[src/rtl/mtp_edge_assembler.sv]
`timescale 1ns/1ps
module mtp_edge_assembler #(
  parameter int TW = 16,
  parameter int CW = 8
) (
  input  logic            clk,
  input  logic            rst_n,
  input  logic [CW-1:0]   win_len,
  input  logic [3:0]      hit_vld,
  input  logic [3:0]      hit_lead,
  input  logic [4*TW-1:0] hit_time,
  input  logic            ref_vld,
  input  logic [TW-1:0]   ref_time,
  output logic            ev_valid,
  input  logic            ev_ready,
  output logic [4*TW-1:0] ev_lead,
  output logic [4*TW-1:0] ev_trail,
  output logic [4*TW-1:0] ev_width,
  output logic [3:0]      ev_mask,
  output logic [3:0]      ev_neg,
  output logic            ev_mono
);
  localparam logic [1:0] S_IDLE = 2'd0, S_OPEN = 2'd1, S_HOLD = 2'd2;

  logic [1:0]    st;
  logic [CW-1:0] cnt;
  logic [3:0]    seen_l, seen_t;
  logic [TW-1:0] lead_r [4];
  logic [TW-1:0] trail_r [4];
  logic [TW-1:0] ref_last, ref_snap;
  logic [3:0]    lead_in;

  assign lead_in  = hit_vld & hit_lead;
  assign ev_valid = (st == S_HOLD);

  always_ff @(posedge clk) begin
    if (!rst_n) begin
      st       <= S_IDLE;
      cnt      <= '0;
      seen_l   <= '0;
      seen_t   <= '0;
      ref_last <= '0;
      ref_snap <= '0;
      for (int i = 0; i < 4; i++) begin
        lead_r[i]  <= '0;
        trail_r[i] <= '0;
      end
    end else begin
      if (ref_vld) ref_last <= ref_time;
      case (st)
        S_IDLE: if (|lead_in) begin
          st     <= S_OPEN;
          cnt    <= 1;
          seen_l <= lead_in;
          seen_t <= '0;
          for (int i = 0; i < 4; i++)
            if (lead_in[i]) lead_r[i] <= hit_time[i*TW +: TW];
        end
        S_OPEN: begin
          for (int i = 0; i < 4; i++) begin
            if (hit_vld[i] && hit_lead[i] && !seen_l[i]) begin
              seen_l[i] <= 1'b1;
              lead_r[i] <= hit_time[i*TW +: TW];
            end else if (hit_vld[i] && !hit_lead[i] && seen_l[i] && !seen_t[i]) begin
              seen_t[i]  <= 1'b1;
              trail_r[i] <= hit_time[i*TW +: TW];
            end
          end
          if (cnt >= win_len) begin
            st       <= S_HOLD;
            ref_snap <= ref_vld ? ref_time : ref_last;
          end else begin
            cnt <= cnt + 1'b1;
          end
        end
        S_HOLD: if (ev_ready) st <= S_IDLE;
        default: st <= S_IDLE;
      endcase
    end
  end

  logic [2:0] order_bad;

  for (genvar g = 0; g < 4; g++) begin : g_ch
    logic both, neg;
    assign both = seen_l[g] & seen_t[g];
    assign neg  = both & (trail_r[g] < lead_r[g]);
    assign ev_mask[g] = both;
    assign ev_neg[g]  = neg;
    assign ev_width[g*TW +: TW] = (both && !neg) ? trail_r[g] - lead_r[g] : '0;
    assign ev_lead[g*TW +: TW]  = seen_l[g] ? lead_r[g] - ref_snap : '0;
    assign ev_trail[g*TW +: TW] = seen_t[g] ? trail_r[g] - ref_snap : '0;
    if (g > 0) begin : g_ord
      assign order_bad[g-1] = seen_l[g] & seen_l[g-1] & (lead_r[g] < lead_r[g-1]);
    end
  end

  assign ev_mono = ~|order_bad;
endmodule

[config.mk]
export PLATFORM = sky130hd
export DESIGN_NAME = mtp_edge_assembler
export DESIGN_NICKNAME = d
export VERILOG_FILES = /design/src/rtl/mtp_edge_assembler.sv
export SDC_FILE = /design/constraint.sdc
export NUM_CORES = 1
export LEC_CHECK = 0
export ABC_CLOCK_PERIOD_IN_PS = 3250
export CORE_UTILIZATION = 40
export CTS_CLUSTER_SIZE = 24
export DETAILED_ROUTE_END_ITERATION = 10
export PLACE_DENSITY = 0.66
export SETUP_SLACK_MARGIN = 0.05
export SYNTH_ARGS = -nofsm -noshare
export SYNTH_HDL_FRONTEND = slang
export SYNTH_SLANG_ARGS = --single-unit
[constraint.sdc]
create_clock -name clk -period 3.25 [get_ports clk]
set_clock_uncertainty 0.05 [all_clocks]
set_input_delay 0.65 -clock clk [delete_from_list [all_inputs] [get_ports clk]]
set_output_delay 0.65 -clock clk [all_outputs]
set_load 0.02 [all_outputs]
# ---- Yosys cells after proc, flatten, opt, wreduce, memory -nomap -nowiden
# Memories as Yosys holds them, arrays and structs flattened.
# Cells that the tools add are included.
dict set report word_totals {
  input_bits 100
  memories 2
  register_bits 50
  output_inout_bits 202
  wordCells 241
  mem_bits_rw 128
}
dict set report op_classes {
  reduce_logical 56
  eq_ne 18
  mux 105
  add_sub_neg 13
  bitwise_logic 27
  magnitude_cmp 8
}
# memory words word_bits read_ports rd_clocked_by_memory_dff wr line_no
set memory_table {}
lappend memory_table {lead_r 4 16 4 0 4 28} ;# logic [TW-1:0] lead_r [4];
lappend memory_table {trail_r 4 16 4 0 4 29} ;# logic [TW-1:0] trail_r [4];
# cell count
set ops {}
lappend ops {{two-way mux 16 bit} 25}
lappend ops {{subtractor 16 bit} 12}
lappend ops {{less-than comparator 16 bit} 7}
lappend ops {{two-way mux 1 bit} 69}
lappend ops {{inequality test 2 bit (second input constant)} 15}
lappend ops {{logical AND 1 bit} 24}
lappend ops {{AND reduction 3 bit} 6}
lappend ops {{logical NOT 1 bit} 17}
lappend ops {{two-way mux 8 bit} 2}
lappend ops {{one-hot mux 4 bit (2 select lines)} 2}
lappend ops {{one-hot mux 8 bit (2 select lines)} 1}
lappend ops {{AND reduction 4 bit} 4}
lappend ops {{bitwise AND 1 bit} 14}
lappend ops {{bitwise OR 1 bit} 12}
lappend ops {{adder 8 x 1 -> 8 bit (second input constant)} 1}
lappend ops {{>= comparator 8 bit} 1}
lappend ops {{two-way mux 4 bit} 2}
lappend ops {{two-way mux 2 bit} 3}
lappend ops {{one-hot mux 2 bit (3 select lines)} 1}
lappend ops {{bitwise AND 4 bit} 1}
lappend ops {{OR reduction 4 bit} 1}
lappend ops {{OR reduction 3 bit} 1}
lappend ops {{equality test 2 x 1 -> 1 bit (second input constant)} 1}
lappend ops {{equality test 2 bit (second input constant)} 1}
lappend ops {{4 further kinds} 4}

# ---- Depth between registers and ports, before layout
dict set report depth {
  word_depth 10
  depth_mapped 12
  mapped_depth_nobuf 11
}

# ---- Least setup slack after synthesis
# Ideal clock, no wire load.
dict set report synth_path {
  path_type {register -> output}
  from {reg ref_snap[1]}
  to {out ev_trail[13]}
  stages_incl_launch_ff 10
  required_ps 2550
  arrival_ps 2911
  slack_ps -361
  cell_sequence {dfxtp_1 > inv_1 > ha_1 > nor2b_1 > o31a_1 > o311ai_1 > a21oi_1 > o31a_1 > o21a_1 > nor3_1}
}
dict set report synth_between {
  elab_chain_cells 2
}
# element line_no
set synth_rtl {}
lappend synth_rtl {{from (decl)} 30} ;# logic [TW-1:0] ref_last, ref_snap;
lappend synth_rtl {{from (signal assigned)} 71} ;# ref_snap <= ref_vld ? ref_time : ref_last;
lappend synth_rtl {{subtractor 16 bit} 92} ;# assign ev_trail[g*TW +: TW] = seen_t[g] ? trail_r[g] - ref_snap : '0;
lappend synth_rtl {{two-way mux 16 bit} 92}
lappend synth_rtl {{to (decl)} 17} ;# output logic [4*TW-1:0] ev_trail,
# No other way between the ends.

==> results.sh <==
export IMPL_status="finished with violations"
export IMPL_failed_checks="negative setup slack"
export IMPL_critPathBufInv=4
export IMPL_synth_area_top_cells="edfxtp_1 (22%), ha_1 (17%), and2_1 (6.3%)"
export IMPL_ys_ff_latch=178
export IMPL_mappedNetlistArea_sq_mm=0.01741
export IMPL_die_h_um=210.6
export IMPL_async_flop_share=0
export IMPL_cts_buffer_depth=2
export IMPL_worstPathMaxFanout=2
export IMPL_cpLargestDelayFamily="compound AO/OA/AOI/OAI gates"
export IMPL_ant_nets=0
export IMPL_start_util=0.4051
export IMPL_synth_area_mux_share=0.02529
export IMPL_p_total_uw=8692
export IMPL_fin_ws_ns=-0.6997
export IMPL_cp_slowest_cell="edfxtp_1"
export IMPL_yosys_area_top_type="edfxtp_1"
export IMPL_ys_types=74
export IMPL_synth_ff_type="edfxtp_1"
export IMPL_synth_top_family_by_area="simple AND/OR/NAND/NOR gates"
export IMPL_pin_count=302
export IMPL_drtIter0Drc=1147
export IMPL_via_count=18892
export IMPL_cts_htree_levels=4
export IMPL_start_kind="flip-flop"
export IMPL_slew_headroom=0.2773
export IMPL_yosys_area_share_simple=0.2166
export IMPL_fin_tns_setup_ns=-70.17
export IMPL_syn2layout_area_growth_pct=71.41
export IMPL_nets=3268
export IMPL_tightest_slew_ns=1.084
export IMPL_syn_area_per_cell_sq_um=8.750
export IMPL_syn_instance_count=1990
export IMPL_wirelength_um=70810
export IMPL_crit_chain="inv_2 -> buf_6 -> ha_4 -> inv_2 -> fa_2 -> a21oi_2 -> nor2b_2 -> a311o_1 -> o31ai_2 -> o2111ai_2 -> o31a_1 -> mux2i_4 -> buf_6"
export IMPL_yosys_area_share_adder=0.1848
export IMPL_ys_seq_area_frac=0.2782
export IMPL_p_leak_uw=0.01326
export IMPL_hold_viol=0
export IMPL_cts_made_buffers=17
export IMPL_place_congestion=0.9518
export IMPL_synth_edf_count=128
export IMPL_yosysWarnings=0
export IMPL_drc=0
export IMPL_setup_viol=162
export IMPL_synth_common_cells="ha_1 (238), nor2_1 (201), and2_1 (176)"
export IMPL_holdWs_ns=0.4511
export IMPL_cts_sinks=178
export IMPL_required_ns=2.55
export IMPL_slowest_delay_ns=0.42
export IMPL_arrival_ns=3.25
export IMPL_ctsHoldBuffers=0
export IMPL_n_antenna_cell=0
export IMPL_worst_skew_pair_late_latency_ns=0.47
export IMPL_synth_most_common_cell="ha_1"
export IMPL_fp_dieW_um=210.6
export IMPL_tritoncts="built"
export IMPL_hpwlAfterDp_um=53300
export IMPL_grt_overflow_total=0
export IMPL_fillers=3235
export IMPL_grt_pass1_vias=18701
export IMPL_synth_compound_area_frac=0.1848
export IMPL_period_share=1.215
export IMPL_reg2reg_slack_ns=0.65
export IMPL_grt_start_max_net_pins=27
export IMPL_fin_crit_ns=3.950
export IMPL_grt_first_pass_wirelength_um=102800
export IMPL_p_per_area_mw_per_mm2=291.2
export IMPL_max_freq_mhz=253.2
export IMPL_grtUsageTotal=0.3054
export IMPL_drive_above_1_share=0.4398
export IMPL_clkTransAtPathRegs_ns=0.08
export IMPL_core_area_sq_mm=0.04298
export IMPL_maxCapViolations=0
export IMPL_synthXorXnorAreaFrac=0.06288
export IMPL_avgViaCountPerCell=5.373
export IMPL_port_buffers=301
export IMPL_root_buffer="clkbuf_16"
export IMPL_die_area_sq_mm=0.04437
export IMPL_crit_type="flip-flop to output pin"
export IMPL_syn_num_nets=2340
export IMPL_wire_per_inst_um=20.14
export IMPL_antenna_found_initial=2
export IMPL_endpoint_kind="output pin"
export IMPL_rsz0062_at_grt="yes"
export IMPL_ir_drop_uv=367.6
export IMPL_row_count=76
export IMPL_synth_top_area_frac=0.2208
export IMPL_dr_pass1_iters=5
export IMPL_hold_class="flip-flop to flip-flop"
export IMPL_drv_slew=0
-- report_power, final --
group / internal [uW] / total (uW) / leakage [uW] / switching, uW
Clock: 1130 / 2160 / 0.000296 / 1030
Combinational: 1930 / 3860 / 0.0112 / 1930
Sequential: 2560 / 2670 / 0.00175 / 108
Total: 5620 / 8690 / 0.0133 / 3070
-- final cells by class --
| type | instances | area, sq um | area share |
|---|---|---|---|
| clock inverters | 13 | 137.6 | 0.004612 |
| clock buffers | 19 | 454.2 | 0.01522 |
| inverters | 151 | 578.1 | 0.01937 |
| well taps | 585 | 732.0 | 0.02453 |
| repair buffers | 963 | 8736 | 0.2927 |
| flip-flops and latches | 178 | 4852 | 0.1626 |
| multi-input cells | 1607 | 14360 | 0.4810 |
-- metrics by stage --
stage,util,area [sq um],worst slack (ns),instances
floorplan,-,17610,-0.07466,1990
global placement,0.5825,25040,-0.7838,3317
detailed placement,0.5825,25040,-0.7876,3317
CTS,0.6581,28290,-0.7252,3470
global route,0.6944,29840,-0.8067,3516
finish,0.6944,29840,-0.6997,3516
-- sequential cells by signal (all words and copies together) (netlist names) --
register / cells
cnt: 8
lead_r: 64
ref_last: 16
ref_snap: 16
seen_l: 4
seen_t: 4
st: 2
trail_r: 64
-- routing by layer --
metal  vias to the layer above  global-route usage  part of all wire
met5                         -                   0           0.00044
met4                         4              0.1422             0.045
met3                       137             0.03301             0.050
met2                       610              0.5317              0.49
met1                      9123              0.3778              0.41
li1                       9018                   -                 -
-- worst register-to-register path: stages (launching register included) --
cell and delay [ns]:
dfxtp_1 0.55, nor2b_1 0.65, nand2_1 0.48, nor3_1 0.31, buf_4 0.26, and2_1 0.17
-- kinds of logic after synthesis --
family / Yosys count
muxes: 42
buffers and inverters: 206
AOI/OAI and AO/OA: 478
DFF: 178
and+or+nand+nor: 711
adders and majority gates: 250
xor gates and xnor gates: 125
-- final timing paths --
check	startpoint	to	depth (start not counted)
setup / recovery	trail_r[2][0]	ev_trail[46]	13
hold / removal	cnt[1]	cnt[1]	2
setup reg to reg	st[0]	trail_r[1][2]	5
hold reg to reg	cnt[1]	cnt[1]	2
-- cells in the final DEF (no fill, tap or decap), types with 17 or more instances in the layout --
cell	n
a21o_1	76
a21oi_1	78
a21oi_2	31
and2_1	164
and3_1	21
buf_12	29
buf_4	573
buf_6	218
clkbuf_16	18
clkdlybuf4s50_1	113
dfxtp_1	46
edfxtp_1	128
ha_1	196
ha_4	41
inv_1	123
inv_2	25
mux2i_1	17
nand2_1	66
nand2b_1	33
nand3_1	36
nand4_1	20
nor2_1	141
nor2_2	20
nor2_4	41
nor2b_1	42
nor3_1	20
o21a_1	32
o21ai_0	43
o21ai_2	20
xnor2_1	36
xor2_1	64
-- what timing repair did --
item | CTS | global route
gates resized for setup | 1323 | 318
pin swaps | 225 | 207
endpoints found under the setup margin | 189 | 178
buffers inserted | 183 | 73
cloned | 4 | 0
No activity file was read; power rests on OpenSTA's default activity.
